$ cat config.mk
export PLATFORM = sky130hd
export DESIGN_NAME = gpio_blink_port
export DESIGN_NICKNAME = d
export VERILOG_FILES = /design/src/rtl/gpio_blink_pkg.sv /design/src/rtl/gpio_blink_ctrl.sv /design/src/rtl/gpio_blink_datapath.sv /design/src/rtl/gpio_blink_port.sv
export SDC_FILE = /design/constraint.sdc
export NUM_CORES = 1
export LEC_CHECK = 0
export CORE_MARGIN = 4
export CORE_UTILIZATION = 40
export CTS_BUF_LIST = sky130_fd_sc_hd__clkbuf_4
export CTS_CLUSTER_SIZE = 8
export DETAILED_ROUTE_END_ITERATION = 6
export HOLD_SLACK_MARGIN = 0.08
export MAX_ROUTING_LAYER = met4
export PLACE_DENSITY = 0.6
export RECOVER_POWER = 100
export SYNTH_ARGS = -nofsm -noshare
export SYNTH_HDL_FRONTEND = slang
export SYNTH_SLANG_ARGS = --single-unit
export TNS_END_PERCENT = 30
$ cat constraint.sdc
create_clock -name clk -period 2.1 [get_ports clk]
set_input_delay 0.63 -clock clk [delete_from_list [all_inputs] [get_ports clk]]
set_output_delay 0.63 -clock clk [all_outputs]
set_load 0.005 [all_outputs]
$ cat src/rtl/gpio_blink_pkg.sv
package gpio_blink_pkg;

  typedef enum logic [2:0] {
    REG_DOUT  = 3'd0,
    REG_DIR   = 3'd1,
    REG_BLINK = 3'd2,
    REG_INV   = 3'd3,
    REG_DIN   = 3'd4,
    REG_CAUSE = 3'd5,
    REG_EDGE  = 3'd6,
    REG_LEVEL = 3'd7
  } regSel_e;

  typedef struct packed {
    logic wrDout;
    logic wrDir;
    logic wrBlink;
    logic wrInv;
    logic wrCause;
    logic wrEdge;
    logic wrLevel;
    logic blinkPhase;
  } ctrlStrobe_t;

endpackage

$ cat src/rtl/gpio_blink_ctrl.sv
module gpio_blink_ctrl
  import gpio_blink_pkg::*;
#(
  parameter int BLINK_LOG2 = 24
) (
  input  logic        clk,
  input  logic        rstN,
  input  logic        wrEn,
  input  logic [2:0]  addr,
  output ctrlStrobe_t strobe
);

  logic [BLINK_LOG2-1:0] divCnt;

  always_ff @(posedge clk) begin
    if (!rstN) divCnt <= '0;
    else       divCnt <= divCnt + 1'b1;
  end

  always_comb begin
    strobe = '0;
    strobe.blinkPhase = divCnt[BLINK_LOG2-1];
    if (wrEn) begin
      unique case (regSel_e'(addr))
        REG_DOUT:  strobe.wrDout  = 1'b1;
        REG_DIR:   strobe.wrDir   = 1'b1;
        REG_BLINK: strobe.wrBlink = 1'b1;
        REG_INV:   strobe.wrInv   = 1'b1;
        REG_CAUSE: strobe.wrCause = 1'b1;
        REG_EDGE:  strobe.wrEdge  = 1'b1;
        REG_LEVEL: strobe.wrLevel = 1'b1;
        default: ;
      endcase
    end
  end

  AST_ONE_WRITE_STROBE: assert property (@(posedge clk) disable iff (!rstN)
    $countones({strobe.wrDout, strobe.wrDir, strobe.wrBlink, strobe.wrInv,
                strobe.wrCause, strobe.wrEdge, strobe.wrLevel}) <= 1);

  AST_PHASE_NOT_FAST: assert property (@(posedge clk) disable iff (!rstN)
    !$stable(strobe.blinkPhase) |=> $stable(strobe.blinkPhase));

endmodule

$ cat src/rtl/gpio_blink_datapath.sv
module gpio_blink_datapath
  import gpio_blink_pkg::*;
#(
  parameter int NUM_PINS   = 32,
  parameter int GROUP_PINS = 8,
  localparam int NUM_GROUPS = NUM_PINS / GROUP_PINS
) (
  input  logic                  clk,
  input  logic                  rstN,
  input  ctrlStrobe_t           strobe,
  input  logic [2:0]            addr,
  input  logic [NUM_PINS-1:0]   wrData,
  input  logic [NUM_PINS-1:0]   pinIn,
  output logic [NUM_PINS-1:0]   rdData,
  output logic [NUM_PINS-1:0]   pinOut,
  output logic [NUM_PINS-1:0]   pinOe,
  output logic [NUM_GROUPS-1:0] irq
);

  logic [NUM_PINS-1:0] dataOut, dirCtl, blinkEn, invEn, cause, edgeMask, levelMask;
  logic [NUM_PINS-1:0] syncA, syncB, adjIn, adjPrev;
  logic [NUM_PINS-1:0] causeKept, riseHit, causeNext, armed;

  // configuration registers
  always_ff @(posedge clk) begin
    if (!rstN) begin
      dataOut   <= '0;
      dirCtl    <= '1;
      blinkEn   <= '0;
      invEn     <= '0;
      edgeMask  <= '0;
      levelMask <= '0;
    end else begin
      if (strobe.wrDout)  dataOut   <= wrData;
      if (strobe.wrDir)   dirCtl    <= wrData;
      if (strobe.wrBlink) blinkEn   <= wrData;
      if (strobe.wrInv)   invEn     <= wrData;
      if (strobe.wrEdge)  edgeMask  <= wrData;
      if (strobe.wrLevel) levelMask <= wrData;
    end
  end

  // input capture: two-flop synchronizer then polarity
  always_ff @(posedge clk) begin
    if (!rstN) begin
      syncA   <= '0;
      syncB   <= '0;
      adjPrev <= '0;
    end else begin
      syncA   <= pinIn;
      syncB   <= syncA;
      adjPrev <= adjIn;
    end
  end

  assign adjIn = syncB ^ invEn;

  // event detection
  always_comb begin
    causeKept = strobe.wrCause ? (cause & wrData) : cause;
    riseHit   = edgeMask & adjIn & ~adjPrev;
    causeNext = (levelMask & adjIn) | (~levelMask & (causeKept | riseHit));
  end

  always_ff @(posedge clk) begin
    if (!rstN) cause <= '0;
    else       cause <= causeNext;
  end

  assign armed = cause & (edgeMask | levelMask);

  for (genvar g = 0; g < NUM_GROUPS; g++) begin : gen_group
    assign irq[g] = |armed[g*GROUP_PINS +: GROUP_PINS];
  end

  // pin drive
  assign pinOe  = ~dirCtl;
  assign pinOut = dataOut ^ (blinkEn & {NUM_PINS{strobe.blinkPhase}});

  // registered read port
  always_ff @(posedge clk) begin
    if (!rstN) rdData <= '0;
    else begin
      unique case (regSel_e'(addr))
        REG_DOUT:  rdData <= dataOut;
        REG_DIR:   rdData <= dirCtl;
        REG_BLINK: rdData <= blinkEn;
        REG_INV:   rdData <= invEn;
        REG_DIN:   rdData <= adjIn;
        REG_CAUSE: rdData <= cause;
        REG_EDGE:  rdData <= edgeMask;
        REG_LEVEL: rdData <= levelMask;
        default:   rdData <= '0;
      endcase
    end
  end

  // cycles since reset, used to window the synchronizer check
  logic [1:0] warmCnt;
  always_ff @(posedge clk) begin
    if (!rstN)              warmCnt <= '0;
    else if (warmCnt != 2'd2) warmCnt <= warmCnt + 1'b1;
  end

  AST_SYNC_TWO_STAGES: assert property (@(posedge clk) disable iff (!rstN)
    (warmCnt == 2'd2) |-> (syncB == $past(pinIn, 2)));

  AST_LEVEL_FOLLOWS_INPUT: assert property (@(posedge clk) disable iff (!rstN)
    (cause & $past(levelMask)) == ($past(adjIn) & $past(levelMask)));

  AST_NO_CAUSE_WHEN_UNMASKED: assert property (@(posedge clk) disable iff (!rstN)
    ((cause & ~$past(cause)) & ~$past(edgeMask | levelMask)) == '0);

  AST_CAUSE_DROPS_ONLY_ON_ZERO: assert property (@(posedge clk) disable iff (!rstN)
    (($past(cause) & ~$past(levelMask) & ~cause) &
     ~($past(strobe.wrCause) ? ~$past(wrData) : '0)) == '0);

  AST_STEADY_WITHOUT_BLINK: assert property (@(posedge clk) disable iff (!rstN)
    ((pinOut ^ $past(pinOut)) & ~blinkEn & ~$past(blinkEn) &
     ~(dataOut ^ $past(dataOut))) == '0);

endmodule

$ cat src/rtl/gpio_blink_port.sv
module gpio_blink_port
  import gpio_blink_pkg::*;
#(
  parameter int NUM_PINS   = 32,
  parameter int GROUP_PINS = 8,
  parameter int BLINK_LOG2 = 24,
  localparam int NUM_GROUPS = NUM_PINS / GROUP_PINS
) (
  input  logic                  clk,
  input  logic                  rstN,
  input  logic [2:0]            addr,
  input  logic                  wrEn,
  input  logic [NUM_PINS-1:0]   wrData,
  output logic [NUM_PINS-1:0]   rdData,
  input  logic [NUM_PINS-1:0]   pinIn,
  output logic [NUM_PINS-1:0]   pinOut,
  output logic [NUM_PINS-1:0]   pinOe,
  output logic [NUM_GROUPS-1:0] irq
);

  ctrlStrobe_t strobe;

  gpio_blink_ctrl #(.BLINK_LOG2(BLINK_LOG2)) ctrl_i (
    .clk(clk), .rstN(rstN), .wrEn(wrEn), .addr(addr), .strobe(strobe)
  );

  gpio_blink_datapath #(.NUM_PINS(NUM_PINS), .GROUP_PINS(GROUP_PINS)) dp_i (
    .clk(clk), .rstN(rstN), .strobe(strobe), .addr(addr), .wrData(wrData),
    .pinIn(pinIn), .rdData(rdData), .pinOut(pinOut), .pinOe(pinOe), .irq(irq)
  );

endmodule

==> reports/metrics.csv, run 1 <==
stage;metric;value;unit
run_status;status;finished with violations;
run_status;violations;negative setup slack;
worst_setup_path;worstSetupStartpointType;flip-flop;
worst_setup_path;setup.worst_path.class;reg2out;
power;p_total;15.7;mW
sta;worst_pin_slew;0.868;ns
clock_tree;cts_sinks;376;
power;p_leak;8.89;nW
worst_setup_path;crit_chain;buf_8 > buf_8 > nand2_4 > xnor2_2 > buf_2;
worst_setup_path;worst_path_max_delay_cell;dfxtp_4;
final_layout;fin_util;53.5;%
synthesis;synth-seq-cells;376;
clock_tree;tritoncts;done;
synthesis;yosysSeqAreaShare;47.7;%
floorplanning;core;38800;µm²
global_route;grt_pass1_wl;82500;µm
global_route;use_met3;5.50;%
floorplanning;ioPinCount;170;
global_route;grt_use_met2;39.3;%
floorplanning;dieArea;42700;µm²
route;wl;54000;µm
final_layout;fin_cells;2848;
worst_setup_path;cp_data_arrival_time;1.83;ns
synthesis;syn-cell-area;15800;µm²
worst_setup_path;slowest_delay;0.40;ns
power;power.density;754;nW/µm²
sta;fin_ws;-0.357;ns
route;ant_nets;0;
sta;fin_crit_sh;117;%
clock_tree;clockBufferDepth;3;
placed_design;placed_cell_area;19100;µm²
floorplanning;start_util;40.6;%
clock_tree;cts_root_buf;clkbuf_4;
sta;slew_viol_final;0;
power;vdd_drop_max;395;µV
placed_design;gpl.final_weighted_congestion;0.890;
sta;layout_min_cycle_time;2.46;ns
global_route;gr-usage-met1;32.9;%
placed_design;dpl_worst_slack;-0.115;ns
synthesis;yosys_warnings;0;
synthesis;syn-num-nets;2011;
sta;tns;-31.31;ns
min_path;min_path_type;in2reg;
sta;hold_violations;0;
final_layout;multi_input_area;7920;µm²
final_layout;seq_area;7570;µm²
clock_tree;clk_pin_slew_worst_paths;0.06;ns
sta;finalSetupViolCount;266;
clock_tree;cts_made_buffers;101;
final_layout;drive_above_1_share;22.7;%
synthesis;synth-edff-count;0;
route;wire_per_inst;19.0;µm
global_route;grt_pass1_vias;14800;
sta;slew_headroom;42.2;%
global_route;antenna_found_initial;4;
worst_setup_path;critPathMaxFanout;5;
synthesis;syn-mean-instance-area;8.13;µm²
synthesis;synth_cell_types;45;
synthesis;ys_async_sr_fraction;0;%
global_route;grt_start_max_net_pins;58;
floorplanning;rows;72;
global_route;track_usage;25.5;%
synthesis;synth-main-ff-cell;dfxtp_1;
sta;max_freq;407;MHz
worst_setup_path;worst_ep_required_time;1.47;ns
final_layout;post-route-cell-area;20800;µm²
placed_design;dpl.cell_count;2655;
job;maxCapViolations;0;
final_layout;num-fill-cells;3700;
clock_tree;h-tree-depth;3;
floorplanning;die_x;207;µm
synthesis;synthCells;1940;
floorplanning;fp.dieH;207;µm
sta;clock_skew;0.0323;ns
route;drc_errors;0;
worst_setup_path;cp-end-kind;output pin;
worst_setup_path;cp_common_cell;buf_8;
route;first_pass_iters;5;
route;avgViaCountPerCell;5.28;
sta;rsz0062_at_grt;yes;
global_route;grt.busiest_layer;met2;
route;drt_iter0_markers;1210;
final_layout;nets;2320;
placed_design;io_buffers;169;
sta;timing.hold.ws;0.400;ns
placed_design;hpwl;35600;µm
final_layout;area_delta_synth_final;31.7;%
clock_tree;clk_latency;0.81;ns
global_route;grt_overflow_total;0;
route;via_count;15000;
routing by layer:
metal	part of all wire, %	up-vias
met5	0	-
met4	2.9	0
met3	7.5	107
met2	46	582
met1	44	7121
li1	-	7216
area by class of cell:
class                      instances  share of cell area (%)
antenna                            6                  0.0723
multi-input combinational       1342                    38.1
sequential                       376                    36.4
tap                              518                    3.12
timing repair buffer             339                    14.1
clock buffer                     150                    5.42
clock inverter                    28                    1.05
inverter                          89                    1.63
synthesized netlist by cell type, types with 2 or more instances:
| cell | instances | area share, % |
|---|---|---|
| a21o_1 | 44 | 2.1 |
| nor2b_1 | 20 | 0.79 |
| mux2i_1 | 31 | 2.0 |
| and4_1 | 2 | 0.11 |
| nand2b_1 | 23 | 0.91 |
| o21ai_0 | 105 | 3.3 |
| a221oi_1 | 18 | 1.0 |
| nand3_1 | 8 | 0.25 |
| a22oi_1 | 22 | 1.0 |
| nand4_1 | 12 | 0.48 |
| inv_1 | 88 | 2.1 |
| clkbuf_1 | 119 | 2.8 |
| dfxtp_1 | 376 | 48 |
| xor2_1 | 34 | 1.9 |
| o21a_1 | 2 | 0.095 |
| nor3_1 | 5 | 0.16 |
| or3_1 | 7 | 0.28 |
| mux2_2 | 19 | 1.4 |
| o31ai_1 | 2 | 0.095 |
| o211ai_1 | 33 | 1.6 |
| nand2_1 | 468 | 11 |
| buf_1 | 5 | 0.12 |
| nand3_2 | 2 | 0.13 |
| o32ai_1 | 26 | 1.4 |
| and2_1 | 75 | 3.0 |
| buf_2 | 8 | 0.25 |
| or3_2 | 2 | 0.095 |
| xnor2_1 | 42 | 2.3 |
| and3_1 | 2 | 0.079 |
| a21oi_1 | 203 | 6.4 |
| nor2_1 | 71 | 1.7 |
| nor4_1 | 4 | 0.16 |
| o22a_1 | 22 | 1.2 |
| or4_1 | 4 | 0.19 |
| or2_2 | 4 | 0.16 |
| a31oi_1 | 23 | 0.91 |
power breakdown:
group	internal (mW)	switching [mW]	total, mW
Clock	3.74	3.06	6.80
Combinational	0.593	0.786	1.38
Sequential	7.35	0.144	7.49
what timing repair did:
item | 4_1_cts | 5_1_grt
endpoints found under the setup margin | 100 | 58
hold endpoints to repair | 1 | 0
gates cloned | 3 | 0
gates resized for setup | 442 | 55
buffers inserted | 10 | 1
pin swaps | 54 | 31
hold buffers | 1 | 0
cell families (layout without fill, tap and decap cells):
logic type                 after synthesis  after routing  share of synthesized area (%)
xor gates and xnor gates                76             76                           4.22
other                                    0              6                              0
muxes                                   50             50                           3.32
and+or+nand+nor                        714            714                           20.0
AOI/OAI and AO/OA                      501            501                           19.3
adders and majority gates                1              1                         0.0793
DFF                                    376            376                           47.7
buffers and inverters                  222            606                           5.39
placed cells by master, fill, tap and decap left out, types with 19 or more instances in the layout:
| master | n |
|---|---|
| a21o_1 | 44 |
| o22a_1 | 22 |
| dlygate4sd2_1 | 29 |
| mux2i_1 | 31 |
| buf_2 | 41 |
| o21ai_0 | 75 |
| buf_4 | 133 |
| nand2b_1 | 23 |
| and2_1 | 57 |
| buf_12 | 21 |
| a22oi_1 | 22 |
| nand2_1 | 440 |
| xor2_1 | 34 |
| clkbuf_4 | 151 |
| dfxtp_2 | 33 |
| nor2_1 | 71 |
| mux2_2 | 19 |
| o32ai_1 | 26 |
| o211ai_1 | 33 |
| nand2_4 | 21 |
| a21oi_1 | 203 |
| xnor2_2 | 23 |
| dfxtp_1 | 342 |
| inv_1 | 83 |
| a31oi_1 | 23 |
| clkdlybuf4s50_1 | 65 |
path summary, 6_finish.rpt:
kind                          start           endpoint  slack [ns]  depth (start not counted)
setup / recovery  ctrl_i.divCnt[23]         pinOut[29]       -0.36                          5
hold / removal             pinIn[1]      dp_i.syncA[1]        0.40                          2
hold reg to reg       dp_i.syncA[5]      dp_i.syncB[5]        0.43                          1
setup reg to reg   ctrl_i.divCnt[0]  ctrl_i.divCnt[22]        0.19                          5
registers in the layout (all words and copies together), names as in the netlist:
name and flops:
dp_i.dirCtl 32, dp_i.levelMask 32, ctrl_i.divCnt 24, dp_i.dataOut 32
dp_i.syncB 32, dp_i.adjPrev 32, dp_i.invEn 32, dp_i.rdData 32
dp_i.blinkEn 32, dp_i.syncA 32, dp_i.edgeMask 32, dp_i.cause 32
critical path: cells and delay by family (launching register included):
family        cells  cell delay [ns]
buf+inv           3             0.43
flops             1             0.40
xor+xnor          1             0.16
simple gates      1             0.06
No activity file was read; power rests on OpenSTA's default activity.
==> inputs of run 2 (changes only) <==
Settings changed: PLACE_DENSITY 0.6 to 0.68.
==> run 2 against run 1 <==
Sequential power barely moved. Register-to-register slack lost 0.07 ns. Die area unchanged. Clock power decreased by 11%. Critical path depth is the same. Non-clock buffer count is 1 higher. First-iteration DRC count decreased by 7.2%. Highest routed layer unchanged. Largest cell class unchanged. Combinational power is essentially flat. The flow still finishes with violations (negative setup slack).
==> reports/metrics.csv, run 2 (synthesis gave the netlist of run 1 again) <==
stage;metric;value;unit
run_status;status;finished with violations;
run_status;violations;negative setup slack;
worst_setup_path;setup.worst_path.class;reg2out;
sta;fin_ws;-0.359;ns
route;wl;52400;µm
global_route;antenna_found_initial;4;
worst_setup_path;cp-end-kind;output pin;
sta;finalSetupViolCount;37;
global_route;grt_start_max_net_pins;49;
placed_design;io_buffers;169;
route;first_pass_iters;7;
clock_tree;h-tree-depth;3;
global_route;grt_pass1_wl;81000;µm
worst_setup_path;r2r-start;ctrl_i.divCnt[5];
clock_tree;tritoncts;done;
final_layout;drive_above_1_share;21.0;%
final_layout;multi_input_area;7820;µm²
sta;max_freq;407;MHz
min_path;min_path_type;reg2reg;
route;avgViaCountPerCell;5.32;
worst_setup_path;worst_path_max_delay_cell;dfxtp_4;
placed_design;gpl.final_weighted_congestion;0.887;
floorplanning;dieArea;42700;µm²
worst_setup_path;cp_common_cell;buf_12;
route;drc_errors;0;
worst_setup_path;crit_chain;buf_12 > buf_12 > nand2_4 > xnor2_4 > buf_2;
sta;hold_violations;0;
final_layout;seq_area;7580;µm²
placed_design;hpwl;34500;µm
route;via_count;15100;
placed_design;dpl.cell_count;2654;
sta;layout_min_cycle_time;2.46;ns
clock_tree;cts_made_buffers;99;
final_layout;fin_cells;2840;
worst_setup_path;setup.worst_path.end;pinOut[3];
final_layout;final_common_cell;nand2_1;
worst_setup_path;cp_data_arrival_time;1.83;ns
worst_setup_path;critPathMaxFanout;7;
floorplanning;ioPinCount;170;
clock_tree;clk_latency;0.79;ns
global_route;grt_pass1_vias;15000;
sta;clock_skew;0.0260;ns
floorplanning;die_x;207;µm
sta;slew_viol_final;0;
sta;worst_pin_slew;1.11;ns
worst_setup_path;r2r_slack;0.12;ns
final_layout;post-route-cell-area;20500;µm²
worst_setup_path;crit_start;ctrl_i.divCnt[23];
route;wire_per_inst;18.4;µm
power;vdd_drop_max;367;µV
worst_setup_path;worstSetupStartpointType;flip-flop;
min_path;holdCritStartpoint;dp_i.syncA[15];
worst_setup_path;worst_ep_required_time;1.47;ns
job;maxCapViolations;0;
final_layout;num-fill-cells;3607;
power;power.density;728;nW/µm²
power;p_leak;8.63;nW
floorplanning;fp.dieH;207;µm
clock_tree;clk_pin_slew_worst_paths;0.07;ns
final_layout;mostFrequentLayoutCells;439 x nand2_1, 339 x dfxtp_1, 203 x a21oi_1, 141 x clkbuf_4, 102 x buf_4;
route;ant_nets;0;
clock_tree;clockBufferDepth;3;
worst_setup_path;rr_worst_depth;4;
sta;rsz0062_at_grt;yes;
power;p_total;14.9;mW
clock_tree;cts_root_buf;clkbuf_4;
floorplanning;start_util;40.6;%
floorplanning;rows;72;
worst_setup_path;slowest_delay;0.40;ns
final_layout;nets;2319;
sta;slew_headroom;25.7;%
clock_tree;cts_sinks;376;
sta;fin_crit_sh;117;%
worst_setup_path;r2r_end;ctrl_i.divCnt[16];
final_layout;area_delta_synth_final;29.9;%
global_route;grt_overflow_total;0;
global_route;track_usage;24.7;%
floorplanning;core;38800;µm²
placed_design;placed_cell_area;19200;µm²
route;drt_iter0_markers;1123;
-- run 2: cell types whose count changed in the layout (fill, tap and decap cells not counted), sizes merged, moves of 4 or more --
cell and change:
buf -46, bufinv -4, clkbuf +15, clkdlybuf4s15 +15
clkinv +4, dlygate4sd2 +8
-- run 2: how the worst min path moves through the flow --
stage	to	slack [ns]	cells after the start
final	dp_i.syncB[15]	0.43	1
after global routing	dp_i.syncA[0]	0.39	2
after CTS	dp_i.dirCtl[3]	0.16	2
after detailed placement	dp_i.syncB[22]	0.42	1
after global placement	dp_i.syncB[1]	0.42	1
after floorplan	dp_i.syncB[0]	0.41	1
-- run 2: stage by stage --
step / util, % / setup slack, ns / hold WS, ns / TNS [ns]
3_5_place_dp: 49.5 / -0.0846 / 0.419 / -1.69
3_3_place_gp: 49.5 / -0.0916 / 0.416 / -0.273
6_report: 52.8 / -0.359 / 0.427 / -11.34
5_1_grt: 52.8 / -0.439 / 0.385 / -14.29
2_1_floorplan: - / 0.167 / 0.412 / 0
4_1_cts: 53.3 / -0.465 / 0.163 / -14.37
-- run 2: final cells by class --
| cell class | instances | share of cell area [%] |
|---|---|---|
| Clock inverter | 30 | 0.611 |
| Multi-Input combinational cell | 1342 | 38.2 |
| Antenna cell | 4 | 0.0489 |
| Timing Repair Buffer | 340 | 14.2 |
| Clock buffer | 141 | 5.17 |
| Tap cell | 518 | 3.16 |
| Sequential cell | 376 | 37.0 |
| Inverter | 89 | 1.66 |
-- run 2: critical path, delay by kind of cell (launching register included) --
kind,cells,cell delay [ns]
buffers and inverters,3,0.42
DFF,1,0.40
xor gates and xnor gates,1,0.17
and+or+nand+nor,1,0.06
-- run 2: layer usage --
layer / vias up / global-route usage (%) / share of wire [%]
li1: 7201 / - / -
met1: 7106 / 30.9 / 41
met2: 680 / 38.9 / 47
met3: 130 / 4.62 / 8.5
met4: 0 / 11.5 / 3.8
met5: - / - / 0
-- run 2: power breakdown --
part	leakage, nW	internal (mW)	switching (mW)	total [mW]
clock network	0.721	3.08	2.99	6.07
logic	4.85	0.577	0.785	1.36
registers	3.06	7.35	0.131	7.48
total	8.63	11.0	3.90	14.9
-- run 2: what timing repair did --
action | CTS | global route
endpoints found under the hold margin | 0 | 0
resized for setup | 362 | 60
hold buffers | 0 | 0
endpoints found under the setup margin | 100 | 45
pin swaps | 40 | 36
buffers inserted | 12 | 0
gates cloned | 2 | 1
